==> src/rtl/cfgp_pkg.sv <==
package cfgp_pkg;

    typedef enum logic [1:0] {
        KS_LOCKED = 2'd0,
        KS_HALF   = 2'd1,
        KS_OPEN   = 2'd2
    } keyst_t;

    localparam logic [7:0] KEY_OPEN    = 8'h87;
    localparam logic [7:0] KEY_CLOSE   = 8'hAA;
    localparam logic [7:0] REG_LDSEL   = 8'h07;
    localparam logic [7:0] REG_DEVID_H = 8'h20;
    localparam logic [7:0] REG_DEVID_L = 8'h21;
    localparam logic [7:0] REG_REV     = 8'h22;
    localparam logic [7:0] REG_MFR_H   = 8'h23;
    localparam logic [7:0] REG_MFR_L   = 8'h24;
    localparam logic [7:0] LD_GPIO     = 8'h06;
    localparam logic [15:0] MFR_CODE   = 16'h1934;
    localparam logic [7:0] PORT_BASE0  = 8'h2E;
    localparam logic [7:0] PORT_BASE1  = 8'h4E;

    typedef enum logic [1:0] {
        BR_DIR   = 2'd0,
        BR_LATCH = 2'd1,
        BR_PINS  = 2'd2,
        BR_MODE  = 2'd3
    } bank_reg_t;

endpackage

==> src/rtl/cfgp_sync2.sv <==
module cfgp_sync2 #(
    parameter int WIDTH = 8
) (
    input  logic             clk,
    input  logic             rst_n,
    input  logic [WIDTH-1:0] d_async,
    output logic [WIDTH-1:0] q_sync
);
    logic [WIDTH-1:0] stage1;

    always_ff @(posedge clk) begin
        if (!rst_n) begin
            stage1 <= '0;
            q_sync <= '0;
        end else begin
            stage1 <= d_async;
            q_sync <= stage1;
        end
    end
endmodule

==> src/rtl/cfgp_keyseq.sv <==
module cfgp_keyseq
    import cfgp_pkg::*;
(
    input  logic       clk,
    input  logic       rst_n,
    input  logic       idx_wr,
    input  logic       dat_wr,
    input  logic [7:0] wdata,
    output keyst_t     state,
    output logic       unlocked
);
    keyst_t next_state;

    // state register
    always_ff @(posedge clk) begin
        if (!rst_n) state <= KS_LOCKED;
        else        state <= next_state;
    end

    // transitions
    always_comb begin
        next_state = state;
        unique case (state)
            KS_LOCKED: begin
                if (idx_wr && wdata == KEY_OPEN) next_state = KS_HALF;
            end
            KS_HALF: begin
                if (idx_wr) next_state = (wdata == KEY_OPEN) ? KS_OPEN : KS_LOCKED;
                else if (dat_wr) next_state = KS_LOCKED;
            end
            KS_OPEN: begin
                if (idx_wr && wdata == KEY_CLOSE) next_state = KS_LOCKED;
            end
            default: next_state = KS_LOCKED;
        endcase
    end

    // outputs
    always_comb begin
        unlocked = 1'b0;
        unique case (state)
            KS_OPEN:   unlocked = 1'b1;
            KS_LOCKED,
            KS_HALF:   unlocked = 1'b0;
            default:   unlocked = 1'b0;
        endcase
    end
endmodule

==> src/rtl/cfgp_ctrl.sv <==
module cfgp_ctrl
    import cfgp_pkg::*;
#(
    parameter logic [15:0] DEV_ID  = 16'h0A55,
    parameter logic [7:0]  DEV_REV = 8'h03
) (
    input  logic       clk,
    input  logic       rst_n,
    input  logic       unlocked,
    input  logic       idx_wr,
    input  logic       dat_wr,
    input  logic [7:0] wdata,
    output logic [7:0] cur_index,
    output logic [7:0] ldsel,
    output logic       gpio_sel,
    output logic       gpio_wr,
    output logic [7:0] glob_rdata
);
    logic idx_store;
    logic ldsel_store;

    // the closing key is consumed by the sequencer, not stored
    assign idx_store   = unlocked && idx_wr && (wdata != KEY_CLOSE);
    assign ldsel_store = unlocked && dat_wr && (cur_index == REG_LDSEL);

    always_ff @(posedge clk) begin
        if (!rst_n) begin
            cur_index <= '0;
            ldsel     <= '0;
        end else begin
            if (idx_store)   cur_index <= wdata;
            if (ldsel_store) ldsel     <= wdata;
        end
    end

    assign gpio_sel = (ldsel == LD_GPIO);
    assign gpio_wr  = unlocked && dat_wr && gpio_sel;

    always_comb begin
        unique case (cur_index)
            REG_LDSEL:   glob_rdata = ldsel;
            REG_DEVID_H: glob_rdata = DEV_ID[15:8];
            REG_DEVID_L: glob_rdata = DEV_ID[7:0];
            REG_REV:     glob_rdata = DEV_REV;
            REG_MFR_H:   glob_rdata = MFR_CODE[15:8];
            REG_MFR_L:   glob_rdata = MFR_CODE[7:0];
            default:     glob_rdata = 8'h00;
        endcase
    end
endmodule

==> src/rtl/cfgp_gpio_bank.sv <==
module cfgp_gpio_bank
    import cfgp_pkg::*;
#(
    parameter logic [7:0] BASE  = 8'hF0,
    parameter int         NPINS = 8
) (
    input  logic       clk,
    input  logic       rst_n,
    input  logic       wr_en,
    input  logic       sel,
    input  logic [7:0] addr,
    input  logic [7:0] wdata,
    input  logic [7:0] pins_sync,
    output logic [7:0] rdata,
    output logic [7:0] dir,
    output logic [7:0] latch,
    output logic [7:0] mode,
    output logic [7:0] pad_out,
    output logic [7:0] pad_oe
);
    localparam logic [8:0] ONEHOT = 9'd1 << NPINS;
    localparam logic [8:0] MASK9  = ONEHOT - 9'd1;
    localparam logic [7:0] MASK   = MASK9[7:0];

    logic      hit;
    bank_reg_t sub;

    assign hit = (addr[7:2] == BASE[7:2]);
    assign sub = bank_reg_t'(addr[1:0]);

    always_ff @(posedge clk) begin
        if (!rst_n) begin
            dir   <= '0;
            latch <= '0;
            mode  <= '0;
        end else if (wr_en && hit) begin
            unique case (sub)
                BR_DIR:   dir   <= wdata & MASK;
                BR_LATCH: latch <= wdata & MASK;
                BR_MODE:  mode  <= wdata & MASK;
                BR_PINS:  ;
                default:  ;
            endcase
        end
    end

    always_comb begin
        rdata = 8'h00;
        if (sel && hit) begin
            unique case (sub)
                BR_DIR:   rdata = dir;
                BR_LATCH: rdata = latch;
                BR_PINS:  rdata = pins_sync & MASK;
                BR_MODE:  rdata = mode;
                default:  rdata = 8'h00;
            endcase
        end
    end

    // push-pull drives the latch; open-drain pulls low or releases
    assign pad_oe  = dir & (mode | ~latch);
    assign pad_out = dir & mode & latch;
endmodule

==> src/rtl/cfgp_keyed_gpio.sv <==
module cfgp_keyed_gpio
    import cfgp_pkg::*;
#(
    parameter int                      NUM_BANKS = 4,
    parameter logic [4*NUM_BANKS-1:0]  BANK_PINS = 16'h5688,
    parameter logic [15:0]             DEV_ID    = 16'h0A55,
    parameter logic [7:0]              DEV_REV   = 8'h03
) (
    input  logic                   clk,
    input  logic                   rst_n,
    input  logic                   base_sel,
    input  logic [7:0]             io_addr,
    input  logic                   io_wr,
    input  logic                   io_rd,
    input  logic [7:0]             io_wdata,
    output logic [7:0]             io_rdata,
    input  logic [8*NUM_BANKS-1:0] pad_in,
    output logic [8*NUM_BANKS-1:0] pad_out,
    output logic [8*NUM_BANKS-1:0] pad_oe
);
    localparam int PADW = 8 * NUM_BANKS;

    logic [7:0] port_base;
    logic       idx_hit, dat_hit, idx_wr, dat_wr;
    keyst_t     ks_state;
    logic       unlocked;
    logic [7:0] cur_index, ldsel, glob_rdata, reg_rdata;
    logic       gpio_sel, gpio_wr;
    logic [PADW-1:0] pins_sync;
    logic [PADW-1:0] dir_all, latch_all, mode_all, impl_mask;
    logic [7:0]      bank_rd [NUM_BANKS];

    assign port_base = base_sel ? PORT_BASE1 : PORT_BASE0;
    assign idx_hit   = (io_addr == port_base);
    assign dat_hit   = (io_addr == port_base + 8'd1);
    assign idx_wr    = io_wr && idx_hit;
    assign dat_wr    = io_wr && dat_hit;

    cfgp_keyseq u_keyseq (
        .clk      (clk),
        .rst_n    (rst_n),
        .idx_wr   (idx_wr),
        .dat_wr   (dat_wr),
        .wdata    (io_wdata),
        .state    (ks_state),
        .unlocked (unlocked)
    );

    cfgp_ctrl #(
        .DEV_ID  (DEV_ID),
        .DEV_REV (DEV_REV)
    ) u_ctrl (
        .clk        (clk),
        .rst_n      (rst_n),
        .unlocked   (unlocked),
        .idx_wr     (idx_wr),
        .dat_wr     (dat_wr),
        .wdata      (io_wdata),
        .cur_index  (cur_index),
        .ldsel      (ldsel),
        .gpio_sel   (gpio_sel),
        .gpio_wr    (gpio_wr),
        .glob_rdata (glob_rdata)
    );

    cfgp_sync2 #(.WIDTH(PADW)) u_sync (
        .clk     (clk),
        .rst_n   (rst_n),
        .d_async (pad_in),
        .q_sync  (pins_sync)
    );

    for (genvar k = 0; k < NUM_BANKS; k++) begin : g_bank
        localparam int         NP = int'(BANK_PINS[4*k +: 4]);
        localparam logic [7:0] BB = 8'(8'hF0 - 8'h10 * k);
        localparam logic [8:0] M9 = (9'd1 << NP) - 9'd1;

        cfgp_gpio_bank #(
            .BASE  (BB),
            .NPINS (NP)
        ) u_bank (
            .clk       (clk),
            .rst_n     (rst_n),
            .wr_en     (gpio_wr),
            .sel       (gpio_sel),
            .addr      (cur_index),
            .wdata     (io_wdata),
            .pins_sync (pins_sync[8*k +: 8]),
            .rdata     (bank_rd[k]),
            .dir       (dir_all[8*k +: 8]),
            .latch     (latch_all[8*k +: 8]),
            .mode      (mode_all[8*k +: 8]),
            .pad_out   (pad_out[8*k +: 8]),
            .pad_oe    (pad_oe[8*k +: 8])
        );
        assign impl_mask[8*k +: 8] = M9[7:0];
    end

    always_comb begin
        reg_rdata = glob_rdata;
        for (int k = 0; k < NUM_BANKS; k++) reg_rdata = reg_rdata | bank_rd[k];
    end

    always_ff @(posedge clk) begin
        if (!rst_n) begin
            io_rdata <= 8'hFF;
        end else if (io_rd) begin
            if (!unlocked)    io_rdata <= 8'hFF;
            else if (idx_hit) io_rdata <= cur_index;
            else if (dat_hit) io_rdata <= reg_rdata;
            else              io_rdata <= 8'hFF;
        end
    end
endmodule

==> config.mk <==
export PLATFORM = sky130hd
export DESIGN_NAME = cfgp_keyed_gpio
export DESIGN_NICKNAME = d
export VERILOG_FILES = /design/src/rtl/cfgp_pkg.sv /design/src/rtl/cfgp_sync2.sv /design/src/rtl/cfgp_keyseq.sv /design/src/rtl/cfgp_ctrl.sv /design/src/rtl/cfgp_gpio_bank.sv /design/src/rtl/cfgp_keyed_gpio.sv
export SDC_FILE = /design/constraint.sdc
export NUM_CORES = 1
export LEC_CHECK = 0
export ABC_CLOCK_PERIOD_IN_PS = 2800
export BUFFER_PORTS_ARGS = -buffer_cell sky130_fd_sc_hd__buf_2
export CAP_MARGIN = 5
export CORE_MARGIN = 2
export CORE_UTILIZATION = 51
export DETAILED_ROUTE_END_ITERATION = 8
export GPL_ROUTABILITY_DRIVEN = 0
export GPL_TIMING_DRIVEN = 0
export PLACE_DENSITY = 0.73
export SLEW_MARGIN = 5
export SYNTH_ARGS = -nofsm -noshare
export SYNTH_HDL_FRONTEND = slang
export SYNTH_SLANG_ARGS = --single-unit
export TNS_END_PERCENT = 100
==> constraint.sdc <==
create_clock -name clk -period 2.8 [get_ports clk]
set_input_delay 0 -clock clk [delete_from_list [all_inputs] [get_ports clk]]
set_output_delay 0 -clock clk [all_outputs]
set_load 0.02 [all_outputs]
==> flow_summary.toml, run 1 <==
[synth]
synth.avg_cell_area_um2 = 10.1
synth_common_cells = "161 x dfxtp_1, 92 x nor2b_1, 81 x mux2i_1"
netlist.area_leader.share_pct = 42.6
synth_cell_types = 50
synth_compound_area_share_pct = 8.83
synth_area_um2 = 7570
yosysMostFrequentCell = "dfxtp_1"
synth_flop_cell = "dfxtp_1"
synthSimpleGateAreaFrac_pct = 24.1
netlist_instances = 746
synth_fa_ha_area_share_pct = 0
synthMuxAreaShare_pct = 18.8
ys_ff_latch = 161
synthArstFlopShare_pct = 0
synth_xor_area_share_pct = 0
yosysSeqAreaShare_pct = 42.6
synth_area_leaders = "dfxtp_1 43%, mux2i_1 11%, mux4_2 8.0%"
synth-edff-count = 0
yosysTopAreaCell = "dfxtp_1"
synth_top_family_by_area = "simple AND/OR/NAND/NOR gates"
synth_warnings = 0

[floorplan]
num_rows = 44
dieHeight_um = 126
die-area_um2 = 15800
start_util_pct = 52.1
die_w_um = 126
num_io_pins = 125
coreArea_um2 = 14500

[worst_setup_path]
arrival_ns = 3.04
cp.depth = 8
rr_worst_depth = 8
regToRegEndpoint = "io_rdata[4]$_SDFFE_PN1P_"
cp.buffers_inverters = 4
critPathCaptureType = "flip-flop"
crit_family = "buffers and inverters"
worstPathRequired_ns = 3.08
path_cells = "clkbuf_1 -> buf_4 -> buf_2 -> mux4_2 -> inv_1 -> o22ai_1 -> a2111oi_0 -> a21oi_1"
slowest_stage = "a2111oi_0"
max_stage_delay_ns = 0.60
ff2ff_setup_slack_ns = 0.04
cp-start-kind = "flip-flop"
path_class = "reg -> reg"
crit_fanout = 10
r2r_start = "u_ctrl.cur_index[1]$_SDFFE_PN0P_"

[sta]
drv_slew = 0
relSlewSlack_pct = 19.6
period_share_pct = 98.4
fin_worst_skew_ns = 0.0134
setup_viol = 0
worstMarginPinSlew_ns = 1.18
hold-worst-slack_ns = 0.0294
finalHoldViolCount = 0
rsz0062_at_grt = "false"
tns_ns = 0
period_needed_ns = 2.76
fmax_mhz = 363

[placed_design]
dpl.hpwl_um = 14100
dp.cells = 1045
portBuffers = 106

[clocking]
clkTransAtPathRegs_ns = 0.06
cts_buffers = 17
clock_path_buffers = 2
cts-root-buf = "clkbuf_16"
clk_latency_ns = 0.44
htreeDepth = 4
cts_tree = "yes"
cts.sinks = 161

[layout]
area.growth.synth_to_final_pct = 23.4
final_util_pct = 64.3
antennaDiodeCount = 0
drive_above_1_share_pct = 21.9
fin_cells = 1112
final_nets = 969
fillCellCount = 1217

[global_route]
grt_pass1_vias = 5942
overflow = 0
grt_pass1_wl_um = 32000
gr-usage-all-layers_pct = 26.2
antenna_found_initial = 0
grt_max_degree = 17

[worst_hold_path]
hold_class = "in -> reg"
whs_endpoint = "u_keyseq.state[0]$_SDFFE_PN0P_"
hold_depth = 3
min_from = "rst_n"

[power]
total_power_uw = 4880
p_per_area_nw_per_um2 = 523
peakVddDrop_uv = 397
p_leak_uw = 0.00357

[drt]
drt_wl_total_um = 20500
drtAntennaViolNets = 0
drt-initial-drc-count = 502
vias_per_cell = 5.48
route.detailed.drc = 0
firstDrtPassIters = 5
via_count = 6096
wire_per_inst_um = 18.4

[flow_run]
maxCapViolations = 0

[run_status]
status = "finished, final reports clean"
-- flip-flops by register name, indices dropped and copies added (netlist names) --
| register | cells |
|---|---|
| io_rdata | 8 |
| u_sync.stage1 | 27 |
| g_bank.u_bank.latch | 27 |
| u_ctrl.cur_index | 8 |
| g_bank.u_bank.dir | 27 |
| u_sync.q_sync | 27 |
| g_bank.u_bank.mode | 27 |
| u_keyseq.state | 2 |
| u_ctrl.ldsel | 8 |
-- final cells by class --
type | instances | area [µm²] | area share (%)
Clock inverter | 11 | 129 | 1.38
Sequential cell | 161 | 3220 | 34.5
Buffer | 55 | 269 | 2.88
Tap cell | 184 | 230 | 2.46
Clock buffer | 20 | 457 | 4.89
Timing Repair Buffer | 142 | 911 | 9.75
Inverter | 45 | 169 | 1.81
Multi-Input combinational cell | 494 | 3950 | 42.3
-- placed cells by master (no fill, tap or decap), types with 7 or more instances in the layout --
cell,Yosys,final
buf_2,5,111
inv_1,45,45
conb_1,1,10
buf_4,10,11
clkbuf_1,37,35
a21oi_1,7,7
nor2b_1,92,92
clkbuf_16,0,17
nor2_1,7,7
o21ai_0,11,11
and2_1,56,56
nand2_1,39,39
mux4_2,27,27
nand2b_1,10,10
o22ai_1,12,12
dlygate4sd3_1,0,34
dfxtp_1,161,161
a21boi_0,43,43
mux2i_1,81,81
and3_1,28,28
nand4_1,12,12
-- where the power goes --
group | leakage, µW | switching [µW] | total [µW] | internal (µW)
Clock | 0.000283 | 951 | 2310 | 1360
Combinational | 0.00198 | 120 | 235 | 115
Sequential | 0.00131 | 8.87 | 2340 | 2330
-- worst max path at each step --
stage,from,endpoint,slack (ns)
detailed placement,u_ctrl.cur_index[0]$_SDFFE_PN0P_,io_rdata[2]$_SDFFE_PN1P_,-0.23
CTS,u_ctrl.cur_index[0]$_SDFFE_PN0P_,io_rdata[1]$_SDFFE_PN1P_,0.1
global route,u_ctrl.cur_index[1]$_SDFFE_PN0P_,io_rdata[4]$_SDFFE_PN1P_,0.02
finish,u_ctrl.cur_index[1]$_SDFFE_PN0P_,io_rdata[4]$_SDFFE_PN1P_,0.04
global placement,u_ctrl.cur_index[0]$_SDFFE_PN0P_,io_rdata[2]$_SDFFE_PN1P_,-0.26
floorplan,u_ctrl.cur_index[0]$_SDFFE_PN0P_,io_rdata[7]$_SDFFE_PN1P_,0.54
-- routing by layer --
layer	vias up	routed length [µm]	track usage (%)
met3	38	1420	4.46
met5	-	0	0
met4	0	522	11.0
met1	2900	8980	35.4
li1	2919	-	-
met2	239	9580	41.9
-- cells by family after synthesis --
family / Yosys count
compound gates: 92
flops: 161
mux: 108
other cells: 1
buf+inv: 100
simple gates: 284
-- metrics by stage --
step	cell area, µm²	worst slack, ns
6_report	9340	0.0437
5_1_grt	9340	0.0223
4_1_cts	9300	0.0978
3_5_place_dp	8360	-0.228
3_3_place_gp	8360	-0.260
2_1_floorplan	7600	0.540
-- tightest hold or removal path: cells and delay by family --
| kind | cells | cell delay, ns |
|---|---|---|
| buf+inv | 1 | 0.22 |
| simple gates | 1 | 0.14 |
| compound gates | 1 | 0.04 |
-- repair_timing --
action	4_1_cts	5_1_grt
endpoints found under the hold margin	49	0
pin swaps	0	2
setup buffers	0	2
hold buffers	34	0
resized for setup	4	9
setup endpoints to repair	5	13
Note: power is estimated with default switching activity, not from simulation.
==> inputs of run 2 (changes only) <==
--- a/config.mk
+++ b/config.mk
@@ -9,11 +9,10 @@
 export BUFFER_PORTS_ARGS = -buffer_cell sky130_fd_sc_hd__buf_2
 export CAP_MARGIN = 5
 export CORE_MARGIN = 2
-export CORE_UTILIZATION = 51
+export CORE_UTILIZATION = 25
 export DETAILED_ROUTE_END_ITERATION = 8
 export GPL_ROUTABILITY_DRIVEN = 0
 export GPL_TIMING_DRIVEN = 0
-export PLACE_DENSITY = 0.73
 export SLEW_MARGIN = 5
 export SYNTH_ARGS = -nofsm -noshare
 export SYNTH_HDL_FRONTEND = slang
==> run 2 against run 1 <==
Net effect: maximum frequency increased by 5.0%; setup slack better by 0.13 ns; sequential share of layout area shrank 0.88 points; critical path depth is the same; core utilization shrank 32 points; die area increased by 100%; global-route usage fell by 11 points; critical endpoint unchanged; highest routed layer unchanged.
==> flow_summary.toml, run 2 (synthesis results as in run 1) <==
[drt]
drt-initial-drc-count = 390
vias_per_cell = 4.65
route.detailed.drc = 0
via_count = 6135
firstDrtPassIters = 5
drt_wl_total_um = 23600
drtAntennaViolNets = 0
wire_per_inst_um = 17.9

[floorplan]
start_util_pct = 25.5
die_w_um = 178
num_rows = 63
num_io_pins = 125
die-area_um2 = 31700
coreArea_um2 = 29700
dieHeight_um = 178

[worst_setup_path]
ff2ff_setup_slack_ns = 0.18
slowest_stage = "a2111oi_1"
arrival_ns = 2.92
path_class = "reg -> reg"
cp-start-kind = "flip-flop"
path_cells = "clkbuf_1 -> buf_4 -> clkbuf_4 -> mux4_2 -> inv_1 -> o22ai_1 -> a2111oi_1 -> a21oi_1"
worstPathRequired_ns = 3.09
crit_fanout = 10
critPathCaptureType = "flip-flop"
max_stage_delay_ns = 0.57

[sta]
relSlewSlack_pct = 32.1
period_needed_ns = 2.62
rsz0062_at_grt = "false"
fmax_mhz = 381
fin_worst_skew_ns = 0.0119
drv_slew = 0
timing.final.ws_setup_ns = 0.175
setup_viol = 0
worstMarginPinSlew_ns = 1.01
finalHoldViolCount = 0
period_share_pct = 93.7

[power]
p_leak_uw = 0.00355
total_power_uw = 4820
peakVddDrop_uv = 387
p_per_area_nw_per_um2 = 503

[clocking]
clock_path_buffers = 2
htreeDepth = 4
cts-root-buf = "clkbuf_16"
cts_tree = "yes"
clk_latency_ns = 0.43
clkTransAtPathRegs_ns = 0.07
cts.sinks = 161
cts_buffers = 17

[layout]
antennaDiodeCount = 0
fin_cells = 1319
fillCellCount = 3085
final_nets = 969
drive_above_1_share_pct = 22.2
final_common_cell = "dfxtp_1"
layout_common_cells = "161 x dfxtp_1, 109 x buf_2, 92 x nor2b_1, 81 x mux2i_1, 56 x and2_1"
final_util_pct = 32.3
area.growth.synth_to_final_pct = 26.7

[run_status]
status = "finished, final reports clean"

[global_route]
grt_pass1_wl_um = 35200
grt_max_degree = 18
antenna_found_initial = 0
gr-usage-all-layers_pct = 15.0
overflow = 0
grt_pass1_vias = 5782

[flow_run]
maxCapViolations = 0

[placed_design]
dpl.hpwl_um = 17100
place_ws_ns = -0.385
dp.cells = 1251
portBuffers = 106

[worst_hold_path]
hold_class = "in -> reg"
-- run 2: routing by layer --
metal	up-vias	part of all wire [%]	track usage, %
met2	205	46	23.7
met3	26	5.9	2.45
li1	2925	-	-
met4	0	1.9	4.88
met5	-	0	0
met1	2979	47	20.8
-- run 2: path summary, 6_finish.rpt --
kind	start	endpoint	cells after the start
max	u_ctrl.cur_index[1]$_SDFFE_PN0P_	io_rdata[4]$_SDFFE_PN1P_	8
min	io_rd	io_rdata[3]$_SDFFE_PN1P_	4
max reg2reg	u_ctrl.cur_index[1]$_SDFFE_PN0P_	io_rdata[4]$_SDFFE_PN1P_	8
min reg2reg	u_sync.stage1[16]$_SDFF_PN0_	u_sync.q_sync[16]$_SDFF_PN0_	1
-- run 2: power by group --
group / leakage (µW) / switching [µW] / internal, µW
logic: 0.00198 / 121 / 115
registers: 0.00131 / 11.0 / 2320
clock network: 0.000264 / 1080 / 1180
-- run 2: area by class of cell --
cell class | instances | area, µm² | area share [%]
Sequential cell | 161 | 3220 | 33.6
Inverter | 45 | 169 | 1.76
Buffer | 55 | 274 | 2.86
Clock inverter | 15 | 134 | 1.40
Clock buffer | 17 | 425 | 4.44
Timing Repair Buffer | 142 | 911 | 9.50
Tap cell | 390 | 488 | 5.09
Multi-Input combinational cell | 494 | 3960 | 41.3
-- run 2: critical path: cells and delay by family, from the launching register on --
family                 cells  cell delay (ns)
buffers and inverters      4             1.09
DFF                        1             0.31
AOI/OAI and AO/OA          3             0.75
muxes                      1             0.33
-- run 2: what timing repair did --
item,in CTS,in global routing
gates cloned,0,0
endpoints found under the setup margin,6,15
buffers inserted,0,2
pin swaps,0,2
resized for setup,5,13
hold endpoints to repair,49,0
hold buffers,34,0
-- run 2: per-stage QoR --
stage               area [µm²]  hold slack (ns)  TNS [ns]
floorplan                 7600            0.113         0
global placement          8620            0.212     -1.12
finish                    9590           0.0511         0
global route              9590           0.0694         0
detailed placement        8620            0.209     -1.05
CTS                       9530           0.0346         0
